$ cat src/rtl/rkey_pkg.sv
package rkey_pkg;

   typedef enum logic {
      KB_IDLE = 1'b0,
      KB_FILL = 1'b1
   } kb_state_t;

   localparam int unsigned DATA_PER_BYTE = 7;
   localparam int unsigned BITS_PER_BYTE = 8;

   // parity bit that makes 7 data bits plus itself odd
   function automatic logic odd_fill(input logic [DATA_PER_BYTE-1:0] d);
      return ~(^d);
   endfunction

endpackage

$ cat src/rtl/rkey_debias.sv
module rkey_debias (
   input  logic clk,
   input  logic rst_n,
   input  logic raw_i,
   input  logic stb_i,
   output logic bit_o,
   output logic vld_o
);

   logic half_q;
   logic first_q;

   always_ff @(posedge clk) begin
      if (!rst_n) begin
         half_q  <= 1'b0;
         first_q <= 1'b0;
         vld_o   <= 1'b0;
         bit_o   <= 1'b0;
      end else begin
         vld_o <= 1'b0;
         if (stb_i) begin
            if (!half_q) begin
               first_q <= raw_i;
               half_q  <= 1'b1;
            end else begin
               half_q <= 1'b0;
               if (first_q != raw_i) begin
                  vld_o <= 1'b1;
                  bit_o <= raw_i;
               end
            end
         end
      end
   end

endmodule

$ cat src/rtl/rkey_pool.sv
module rkey_pool #(
   parameter int unsigned DEPTH = 64
) (
   input  logic                           clk,
   input  logic                           rst_n,
   input  logic                           wr_i,
   input  logic                           wd_i,
   input  logic                           rd_i,
   output logic                           rd_data_o,
   output logic [$clog2(DEPTH+1)-1:0]     count_o,
   output logic                           ovf_o
);

   localparam int unsigned PW = (DEPTH > 1) ? $clog2(DEPTH) : 1;
   localparam int unsigned CW = $clog2(DEPTH+1);
   localparam bit          POW2 = ((DEPTH & (DEPTH - 1)) == 0);

   logic [DEPTH-1:0] store_q;
   logic [PW-1:0]    wp_q, rp_q, wp_nx, rp_nx;
   logic             full, empty, do_wr, do_rd;

   assign full  = (count_o == CW'(DEPTH));
   assign empty = (count_o == '0);
   assign do_wr = wr_i && !full;
   assign do_rd = rd_i && !empty;
   assign rd_data_o = store_q[rp_q];

   generate
      if (POW2) begin : g_wrap_nat
         assign wp_nx = wp_q + 1'b1;
         assign rp_nx = rp_q + 1'b1;
      end else begin : g_wrap_cmp
         assign wp_nx = (wp_q == PW'(DEPTH-1)) ? '0 : wp_q + 1'b1;
         assign rp_nx = (rp_q == PW'(DEPTH-1)) ? '0 : rp_q + 1'b1;
      end
   endgenerate

   always_ff @(posedge clk) begin
      if (!rst_n) begin
         store_q <= '0;
         wp_q    <= '0;
         rp_q    <= '0;
         count_o <= '0;
         ovf_o   <= 1'b0;
      end else begin
         if (do_wr) begin
            store_q[wp_q] <= wd_i;
            wp_q          <= wp_nx;
         end
         if (do_rd) rp_q <= rp_nx;
         if (wr_i && full) ovf_o <= 1'b1;
         case ({do_wr, do_rd})
            2'b10:   count_o <= count_o + 1'b1;
            2'b01:   count_o <= count_o - 1'b1;
            default: count_o <= count_o;
         endcase
      end
   end

endmodule

$ cat src/rtl/rkey_keybuild.sv
module rkey_keybuild
   import rkey_pkg::*;
#(
   parameter int unsigned KEY_BYTES = 8
) (
   input  logic                    clk,
   input  logic                    rst_n,
   input  logic                    req_i,
   input  logic                    avail_i,
   input  logic                    bit_i,
   output logic                    take_o,
   output logic                    busy_o,
   output logic [KEY_BYTES*8-1:0]  key_o,
   output logic                    ready_o
);

   localparam int unsigned RAND_W = KEY_BYTES * DATA_PER_BYTE;
   localparam int unsigned KEY_W  = KEY_BYTES * BITS_PER_BYTE;
   localparam int unsigned CW     = $clog2(RAND_W + 1);

   kb_state_t          st_q;
   logic [RAND_W-1:0]  sh_q, sh_nx;
   logic [CW-1:0]      cnt_q;
   logic [KEY_W-1:0]   key_nx;

   assign busy_o = (st_q == KB_FILL);
   assign take_o = busy_o && avail_i;
   assign sh_nx  = {sh_q[RAND_W-2:0], bit_i};

   generate
      for (genvar b = 0; b < KEY_BYTES; b++) begin : g_byte
         assign key_nx[b*8+1 +: 7] = sh_nx[b*7 +: 7];
         assign key_nx[b*8]        = odd_fill(sh_nx[b*7 +: 7]);
      end
   endgenerate

   always_ff @(posedge clk) begin
      if (!rst_n) begin
         st_q    <= KB_IDLE;
         sh_q    <= '0;
         cnt_q   <= '0;
         key_o   <= '0;
         ready_o <= 1'b0;
      end else begin
         case (st_q)
            KB_IDLE: begin
               if (req_i) begin
                  st_q    <= KB_FILL;
                  cnt_q   <= '0;
                  ready_o <= 1'b0;
               end
            end
            KB_FILL: begin
               if (avail_i) begin
                  sh_q  <= sh_nx;
                  cnt_q <= cnt_q + 1'b1;
                  if (cnt_q == CW'(RAND_W - 1)) begin
                     st_q    <= KB_IDLE;
                     key_o   <= key_nx;
                     ready_o <= 1'b1;
                  end
               end
            end
            default: st_q <= KB_IDLE;
         endcase
      end
   end

endmodule

$ cat src/rtl/rkey_assembler.sv
module rkey_assembler #(
   parameter int unsigned POOL_DEPTH = 64,
   parameter int unsigned KEY_BYTES  = 8
) (
   input  logic                              clk,
   input  logic                              rst_n,
   input  logic                              raw_bit_i,
   input  logic                              raw_stb_i,
   output logic                              raw_status_o,
   output logic [$clog2(POOL_DEPTH+1)-1:0]   pool_count_o,
   output logic                              overflow_o,
   input  logic                              pop_i,
   output logic                              pop_valid_o,
   output logic                              pop_bit_o,
   input  logic                              key_req_i,
   output logic                              key_ready_o,
   output logic [KEY_BYTES*8-1:0]            key_o
);

   localparam int unsigned CNT_W = $clog2(POOL_DEPTH + 1);

   generate
      if (POOL_DEPTH < 2) begin : g_bad_depth
         $error("POOL_DEPTH must be at least 2");
      end
      if (KEY_BYTES < 1 || KEY_BYTES > 16) begin : g_bad_key
         $error("KEY_BYTES must lie in 1..16");
      end
   endgenerate

   logic db_bit, db_vld;
   logic head_bit, take, busy, pop_ok, non_empty;

   always_ff @(posedge clk) begin
      if (!rst_n) raw_status_o <= 1'b0;
      else        raw_status_o <= raw_bit_i;
   end

   rkey_debias u_debias (
      .clk   (clk),
      .rst_n (rst_n),
      .raw_i (raw_bit_i),
      .stb_i (raw_stb_i),
      .bit_o (db_bit),
      .vld_o (db_vld)
   );

   assign non_empty   = (pool_count_o != CNT_W'(0));
   assign pop_valid_o = non_empty && !busy;
   assign pop_ok      = pop_i && pop_valid_o && !key_req_i;
   assign pop_bit_o   = head_bit;

   rkey_pool #(.DEPTH(POOL_DEPTH)) u_pool (
      .clk       (clk),
      .rst_n     (rst_n),
      .wr_i      (db_vld),
      .wd_i      (db_bit),
      .rd_i      (take || pop_ok),
      .rd_data_o (head_bit),
      .count_o   (pool_count_o),
      .ovf_o     (overflow_o)
   );

   rkey_keybuild #(.KEY_BYTES(KEY_BYTES)) u_key (
      .clk     (clk),
      .rst_n   (rst_n),
      .req_i   (key_req_i),
      .avail_i (non_empty),
      .bit_i   (head_bit),
      .take_o  (take),
      .busy_o  (busy),
      .key_o   (key_o),
      .ready_o (key_ready_o)
   );

endmodule

$ cat config.mk
export PLATFORM = sky130hd
export DESIGN_NAME = rkey_assembler
export DESIGN_NICKNAME = d
export VERILOG_FILES = /design/src/rtl/rkey_pkg.sv /design/src/rtl/rkey_debias.sv /design/src/rtl/rkey_pool.sv /design/src/rtl/rkey_keybuild.sv /design/src/rtl/rkey_assembler.sv
export SDC_FILE = /design/constraint.sdc
export NUM_CORES = 1
export LEC_CHECK = 0
export BUFFER_PORTS_ARGS = -buffer_cell sky130_fd_sc_hd__clkbuf_2
export CAP_MARGIN = 20
export CORE_UTILIZATION = 55
export DETAILED_ROUTE_END_ITERATION = 10
export GPL_TIMING_DRIVEN = 0
export HOLD_SLACK_MARGIN = 0.05
export PLACE_DENSITY = 0.75
export SETUP_SLACK_MARGIN = 0.5
export SLEW_MARGIN = 20
export SYNTH_ARGS = -nofsm -noshare
export SYNTH_HDL_FRONTEND = slang
export SYNTH_HIERARCHICAL = 1
export SYNTH_SLANG_ARGS = --single-unit
$ cat constraint.sdc
create_clock -name clk -period 8.65 [get_ports clk]
set_input_delay 1.73 -clock clk [delete_from_list [all_inputs] [get_ports clk]]
set_output_delay 1.73 -clock clk [all_outputs]
set_load 0.02 [all_outputs]
==> impl_metrics.tcl, run 1 <==
set metrics [dict create \
    drt_pass1_iterations 5 \
    num_io_pins 82 \
    synth_edf_count 0 \
    yosysSeqAreaShare_pct 44.1 \
    synthesis.nets 1095 \
    maxCapViolations 0 \
    worst_ep_arrival_time_ps 3150 \
    status "completed" \
    tightest_slew_ps 820 \
    cts.sinks 216 \
    synth_top_family_by_area "simple AND/OR/NAND/NOR gates" \
    vias 8199 \
    grt_pass1_wl_um 38200 \
    r2r_cells 15 \
    h-tree-depth 1 \
    holdPathStages 2 \
    yosys_warnings 6 \
    path_clk_slew_ps 60 \
    cpMaxStageDelayCell "clkbuf_1" \
    layout-drive-gt1-share_pct 16.5 \
    min_to "u_pool/store_q[42]$_SDFFE_PN0P_" \
    synth_cells 1079 \
    r2r_end "u_pool/count_o[5]$_SDFFE_PN0P_" \
    rrSetupSlack_ps 4190 \
    routed_wl_um 23500 \
    worstHoldStart "u_pool/store_q[42]$_SDFFE_PN0P_" \
    grt_pass1_vias 7674 \
    worst_ep_required_time_ps 6920 \
    diodes 0 \
    start_util_pct 56.4 \
    final_cell_area_mm2 0.0113 \
    numCtsBuffers 24 \
    cts_hold_buf 0 \
    synth-simple-area-share_pct 18.1 \
    hold_path.class "reg -> reg" \
    grt_usage_pct 25.8 \
    ys_types 67 \
    synth_fa_ha_area_share_pct 1.35 \
    start_kind "flip-flop" \
    fin_skew_ps 13.4 \
    top_layer_used "met4" \
    max_stage_delay_ps 570 \
    die-area_mm2 0.0184 \
    fin_nets 1203 \
    grt_max_degree 14 \
    routedLengthMet1_um 10300 \
    drv_slew 0 \
    path_class "reg -> out" \
    io_buffers 81 \
    synth_async_sr_flop_share_pct 0 \
    crit_path_end_kind "output port" \
    worstPathMaxFanout 10 \
    fmax_ghz 0.205 \
    synthMuxAreaShare_pct 9.09 \
    cellPowerDensity_mw_per_mm2 184 \
    die_h_um 135 \
    routedWlPerCell_um 16.4 \
    drc_errors 0 \
    dpl-instance-area_mm2 0.0105 \
    synth_seq_cells 216 \
    setup_viol 0 \
    synthXorXnorAreaFrac_pct 6.27 \
    dp_hpwl_um 16200 \
    crit_top_cell "mux2i_1" \
    ctsResizeCount 0 \
    period_share_pct 56.4 \
    synth_most_common_cell "nand2_1" \
    synthTopCellsByArea "dfxtp_1, nand2_1, a21oi_1, mux2i_1, mux4_2" \
    syn_area_per_cell_um2 9.08 \
    leakage_nw 4.39 \
    syn_area_mm2 0.00980 \
    ir_worst_vdd_mv 0.148 \
    synth_compound_area_share_pct 16.0 \
    ant_nets 0 \
    dieWidth_um 135 \
    setup_tns_ps 0 \
    fillCellCount 1435 \
    area_growth_pct 15.5 \
    yosysTopAreaCell "dfxtp_1" \
    hold_violations 0 \
    min_period_ps 4880 \
    synthTopCellsByCount "nand2_1, dfxtp_1, a21oi_1" \
    antenna_found_initial 0 \
    cts_setup_buffers 0 \
    drt_iter0_markers 460 \
    crit_chain "buf_2 > clkbuf_1 > mux4_2 > mux2i_1 > mux2i_1 > mux2i_1 > o22ai_1 > clkbuf_2" \
    clkLatencyLatePin_ps 510 \
    cts_tree "yes" \
    relSlewSlack_pct 45.1 \
    rows 48 \
    viasPerCell 5.73 \
    yosysTopAreaCellShare_pct 44.1 \
    crit_buf_inv 3 \
    gp_congestion 0.854 \
    ys.flop_type "dfxtp_1" \
    crit_family "buffers and inverters" \
    clockBufferDepth 3 \
    rsz0062_at_grt "false" \
    grt_overflow 0 \
    timing.rr.start "u_pool/count_o[4]$_SDFFE_PN0P_" \
    core_area_mm2 0.0174 \
    wl_met3_um 1110 \
    whs_ps 461 \
    cts-root-buf "clkbuf_16" \
    dr_wl_met2_um 11500 \
]
cell families after synthesis:
logic type / after synthesis
mux: 69
xor+xnor: 45
simple gates: 363
compound gates: 270
flops: 216
fa+ha+maj: 10
buf+inv: 106
worst min-delay path, cell delays in order (launching register included):
cell and delay [ps]:
dfxtp_1 310, nand2_1 50, mux2i_1 50
flip-flops by register name, indices dropped and copies added, names as in the netlist:
signal,flops
raw_status_o,1
u_key/sh_q,55
u_pool/wp_q,6
u_debias/bit_o,1
u_pool/store_q,64
u_key/cnt_q,6
u_pool/count_o,7
u_key/ready_o,1
u_pool/rp_q,6
u_key/key_o,64
u_debias/first_q,1
u_debias/half_q,1
u_pool/ovf_o,1
u_key/busy_o,1
u_debias/vld_o,1
report_power, final:
group	switching (mW)	internal (mW)	leakage, nW
clock	0.406	0.634	0.409
combinational	0.0329	0.0108	2.24
sequential	0.00178	0.997	1.74
total	0.441	1.64	4.39
final cells by class:
cell class | instances | area [µm²] | share of cell area [%]
multi-input combinational | 757 | 4970 | 43.9
sequential | 216 | 4320 | 38.2
clock buffer | 36 | 716 | 6.33
buffer | 92 | 443 | 3.91
timing repair buffer | 82 | 413 | 3.65
tap | 225 | 282 | 2.49
clock inverter | 8 | 108 | 0.951
inverter | 14 | 57.6 | 0.509
worst max-delay path by stage:
stage	endpoint	cells past startpoint	from	slack, ps
after global placement	u_pool/count_o[5]$_SDFFE_PN0P_	15	u_pool/count_o[4]$_SDFFE_PN0P_	4260
after detailed placement	u_pool/count_o[5]$_SDFFE_PN0P_	15	u_pool/count_o[4]$_SDFFE_PN0P_	4200
after floorplan	u_pool/count_o[5]$_SDFFE_PN0P_	15	u_pool/count_o[4]$_SDFFE_PN0P_	4610
after global routing	pop_bit_o	8	u_pool/rp_q[1]$_SDFFE_PN0P_	3730
final	pop_bit_o	8	u_pool/rp_q[1]$_SDFFE_PN0P_	3770
after CTS	pop_bit_o	8	u_pool/rp_q[1]$_SDFFE_PN0P_	3830
routing by layer:
metal / GRT usage (%) / vias to the layer above
li1: - / 4020
met1: 33.4 / 3917
met2: 44.7 / 223
met3: 3.29 / 39
met4: 8.18 / 0
met5: 0 / -
stage by stage:
stage / utilization [%] / total power [mW] / setup WS (ps) / instances
final: 65.2 / 2.08 / 3770 / 1430
after global routing: 65.2 / 2.14 / 3730 / 1430
after CTS: 65.2 / 2.10 / 3830 / 1430
after detailed placement: 60.4 / 1.06 / 4200 / 1386
after global placement: 60.4 / 1.06 / 4260 / 1385
after floorplan: - / 1.05 / 4610 / 1079
placed cells by master (no fill, tap or decap), drive strengths merged, types with 4 or more instances in the layout:
cell type / instances
nand4: 7
nand2b: 4
clkbuf: 164
nor3: 5
mux4: 16
clkinv: 5
or4: 4
o211ai: 27
ha: 9
a211oi: 8
and2: 17
dfxtp: 216
o21ai: 65
a21oi: 128
buf: 46
nand2: 219
xnor2: 27
inv: 15
o31ai: 24
nor2: 12
or3: 4
mux2i: 53
nand3: 65
xnor3: 16
Note: power is estimated with default switching activity, not from simulation.
==> run 2, diff against run 1 <==
- CORE_UTILIZATION: 55 -> 54
- PLACE_DENSITY: 0.75 -> 0.77
- clock period: 8.65 -> 4.43 ns (I/O delays scaled with it)
==> run 2 against run 1 <==
Effect of this change: clock skew fell by 2.8 ps; register-to-register slack got worse by 3700 ps; worst setup slack lost 3300 ps; via count increased by 1.1%; global-route usage grew 0.17 points; non-clock buffer count did not move; largest power group is now sequential cells.
==> impl_metrics.tcl, run 2 (synthesis results as in run 1) <==
set metrics [dict create \
    top_regs "u_key/key_o: 64 flops, u_pool/store_q: 64 flops, u_key/sh_q: 55 flops" \
    num_io_pins 82 \
    drt_pass1_iterations 5 \
    area_growth_pct 14.3 \
    holdPathStages 2 \
    worst_ep_required_time_ps 4820 \
    die-area_mm2 0.0187 \
    start_util_pct 56.1 \
    worstHoldStart "u_pool/store_q[59]$_SDFFE_PN0P_" \
    routedWlPerCell_um 16.9 \
    r2r_end "u_pool/count_o[5]$_SDFFE_PN0P_" \
    routed_wl_um 24000 \
    setup_tns_ps 0 \
    whs_ps 462 \
    grt_pass1_vias 7797 \
    start_kind "flip-flop" \
    cpMaxStageDelayCell "or4_4" \
    leakage_nw 4.32 \
    drt_iter0_markers 694 \
    vias 8293 \
    ant_nets 0 \
    layout_commonest_cell "nand2_1" \
    path_clk_slew_ps 60 \
    hold_path.class "reg -> reg" \
    rows 48 \
    worst_ep_arrival_time_ps 4310 \
    final_cell_mix "nand2_1, dfxtp_1, a21oi_1" \
    min_to "u_pool/store_q[59]$_SDFFE_PN0P_" \
    gp_congestion 0.826 \
    viasPerCell 5.82 \
    grt_pass1_wl_um 38600 \
    dieWidth_um 137 \
    rsz0062_at_grt "true" \
    worstPathMaxFanout 10 \
    fin_skew_ps 10.6 \
    r2r_cells 15 \
    cellPowerDensity_mw_per_mm2 338 \
    io_buffers 81 \
    tightest_slew_ps 1140 \
    layout-drive-gt1-share_pct 16.5 \
    crit_chain "or4_4 > or4_4 > nand2_2 > inv_2 > clkbuf_4 > a31o_1 > o41a_1 > buf_4 > ha_4 > ha_1 > a21o_1 > a21o_1 > a21oi_2 > nor3_1 > or3b_2" \
    clockBufferDepth 3 \
    diodes 0 \
    hold_violations 0 \
    drv_slew 0 \
    cts-root-buf "clkbuf_16" \
    maxCapViolations 0 \
    h-tree-depth 1 \
    ir_worst_vdd_mv 0.364 \
    min_period_ps 3930 \
    max_stage_delay_ps 540 \
    path_class "reg -> reg" \
    cts_tree "yes" \
    setup_viol 0 \
    die_h_um 137 \
    cts_hold_buf 0 \
    grt_overflow 0 \
    relSlewSlack_pct 23.7 \
    numCtsBuffers 23 \
    antenna_found_initial 0 \
    drc_errors 0 \
    rrSetupSlack_ps 500 \
    dp_hpwl_um 16500 \
    fmax_ghz 0.255 \
    timing.rr.start "u_pool/count_o[4]$_SDFFE_PN0P_" \
    crit_path_end_kind "flip-flop" \
    cts.sinks 216 \
    grt_usage_pct 26.0 \
    clkLatencyLatePin_ps 510 \
    status "completed" \
    grt_max_degree 13 \
    fin_nets 1202 \
    core_area_mm2 0.0175 \
    period_share_pct 88.7 \
]
==> run 2: area by class of cell <==
class,count,area [µm²]
flip-flops and latches,216,4330
fillers,1452,6280
well taps,225,282
multi-input cells,757,5000
clock inverters,4,23.8
inverters,14,57.6
clock buffers,36,644
plain buffers,92,452
repair buffers,82,413
==> run 2: per-layer routing <==
layer	routed length, µm	GRT usage, %	part of all wire (%)	vias up
met5	0	0	0	-
met4	647	8.33	2.7	0
met3	1250	3.59	5.2	51
met2	12000	46.3	50	257
met1	10200	32.3	42	3978
li1	-	-	-	4007
==> run 2: where the power goes <==
part | switching, mW | total, mW | internal [mW]
clock | 0.748 | 1.74 | 0.995
sequential | 0.00367 | 1.95 | 1.95
combinational | 0.0660 | 0.0876 | 0.0216
total | 0.818 | 3.78 | 2.96
==> run 2: worst max-delay path, delay by kind of cell (launching register included) <==
| family | cells | cell delay [ps] |
|---|---|---|
| buf+inv | 3 | 450 |
| fa+ha+maj | 2 | 470 |
| flops | 1 | 360 |
| compound gates | 5 | 850 |
| simple gates | 5 | 1670 |
==> run 2: metrics by stage <==
stage / total power, mW / util [%] / area [µm²] / setup WS, ps / cells
finish: 3.78 / 64.1 / 11200 / 502 / 1426
global route: 3.91 / 64.1 / 11200 / 376 / 1426
CTS: 3.81 / 63.9 / 11200 / 492 / 1425
detailed placement: 2.08 / 60.0 / 10500 / 382 / 1385
global placement: 2.08 / 60.0 / 10500 / 393 / 1385
floorplan: 2.05 / - / 9800 / 654 / 1079
==> run 2: worst max path at each step <==
| stage | end | slack [ps] | start |
|---|---|---|---|
| final | u_pool/count_o[5]$_SDFFE_PN0P_ | 500 | u_pool/count_o[4]$_SDFFE_PN0P_ |
| after global routing | u_pool/count_o[5]$_SDFFE_PN0P_ | 380 | u_pool/count_o[4]$_SDFFE_PN0P_ |
| after CTS | u_pool/count_o[5]$_SDFFE_PN0P_ | 490 | u_pool/count_o[6]$_SDFFE_PN0P_ |
| after detailed placement | u_pool/count_o[5]$_SDFFE_PN0P_ | 380 | u_pool/count_o[6]$_SDFFE_PN0P_ |
| after global placement | u_pool/count_o[5]$_SDFFE_PN0P_ | 390 | u_pool/count_o[6]$_SDFFE_PN0P_ |
| after floorplan | u_pool/count_o[5]$_SDFFE_PN0P_ | 650 | u_pool/count_o[6]$_SDFFE_PN0P_ |
==> run 2: repair_timing <==
item | CTS | global route
buffers inserted | 0 | 1
pin swaps | 0 | 2
resized for setup | 4 | 8
endpoints found under the setup margin | 3 | 3
endpoints found under the hold margin | 0 | 0
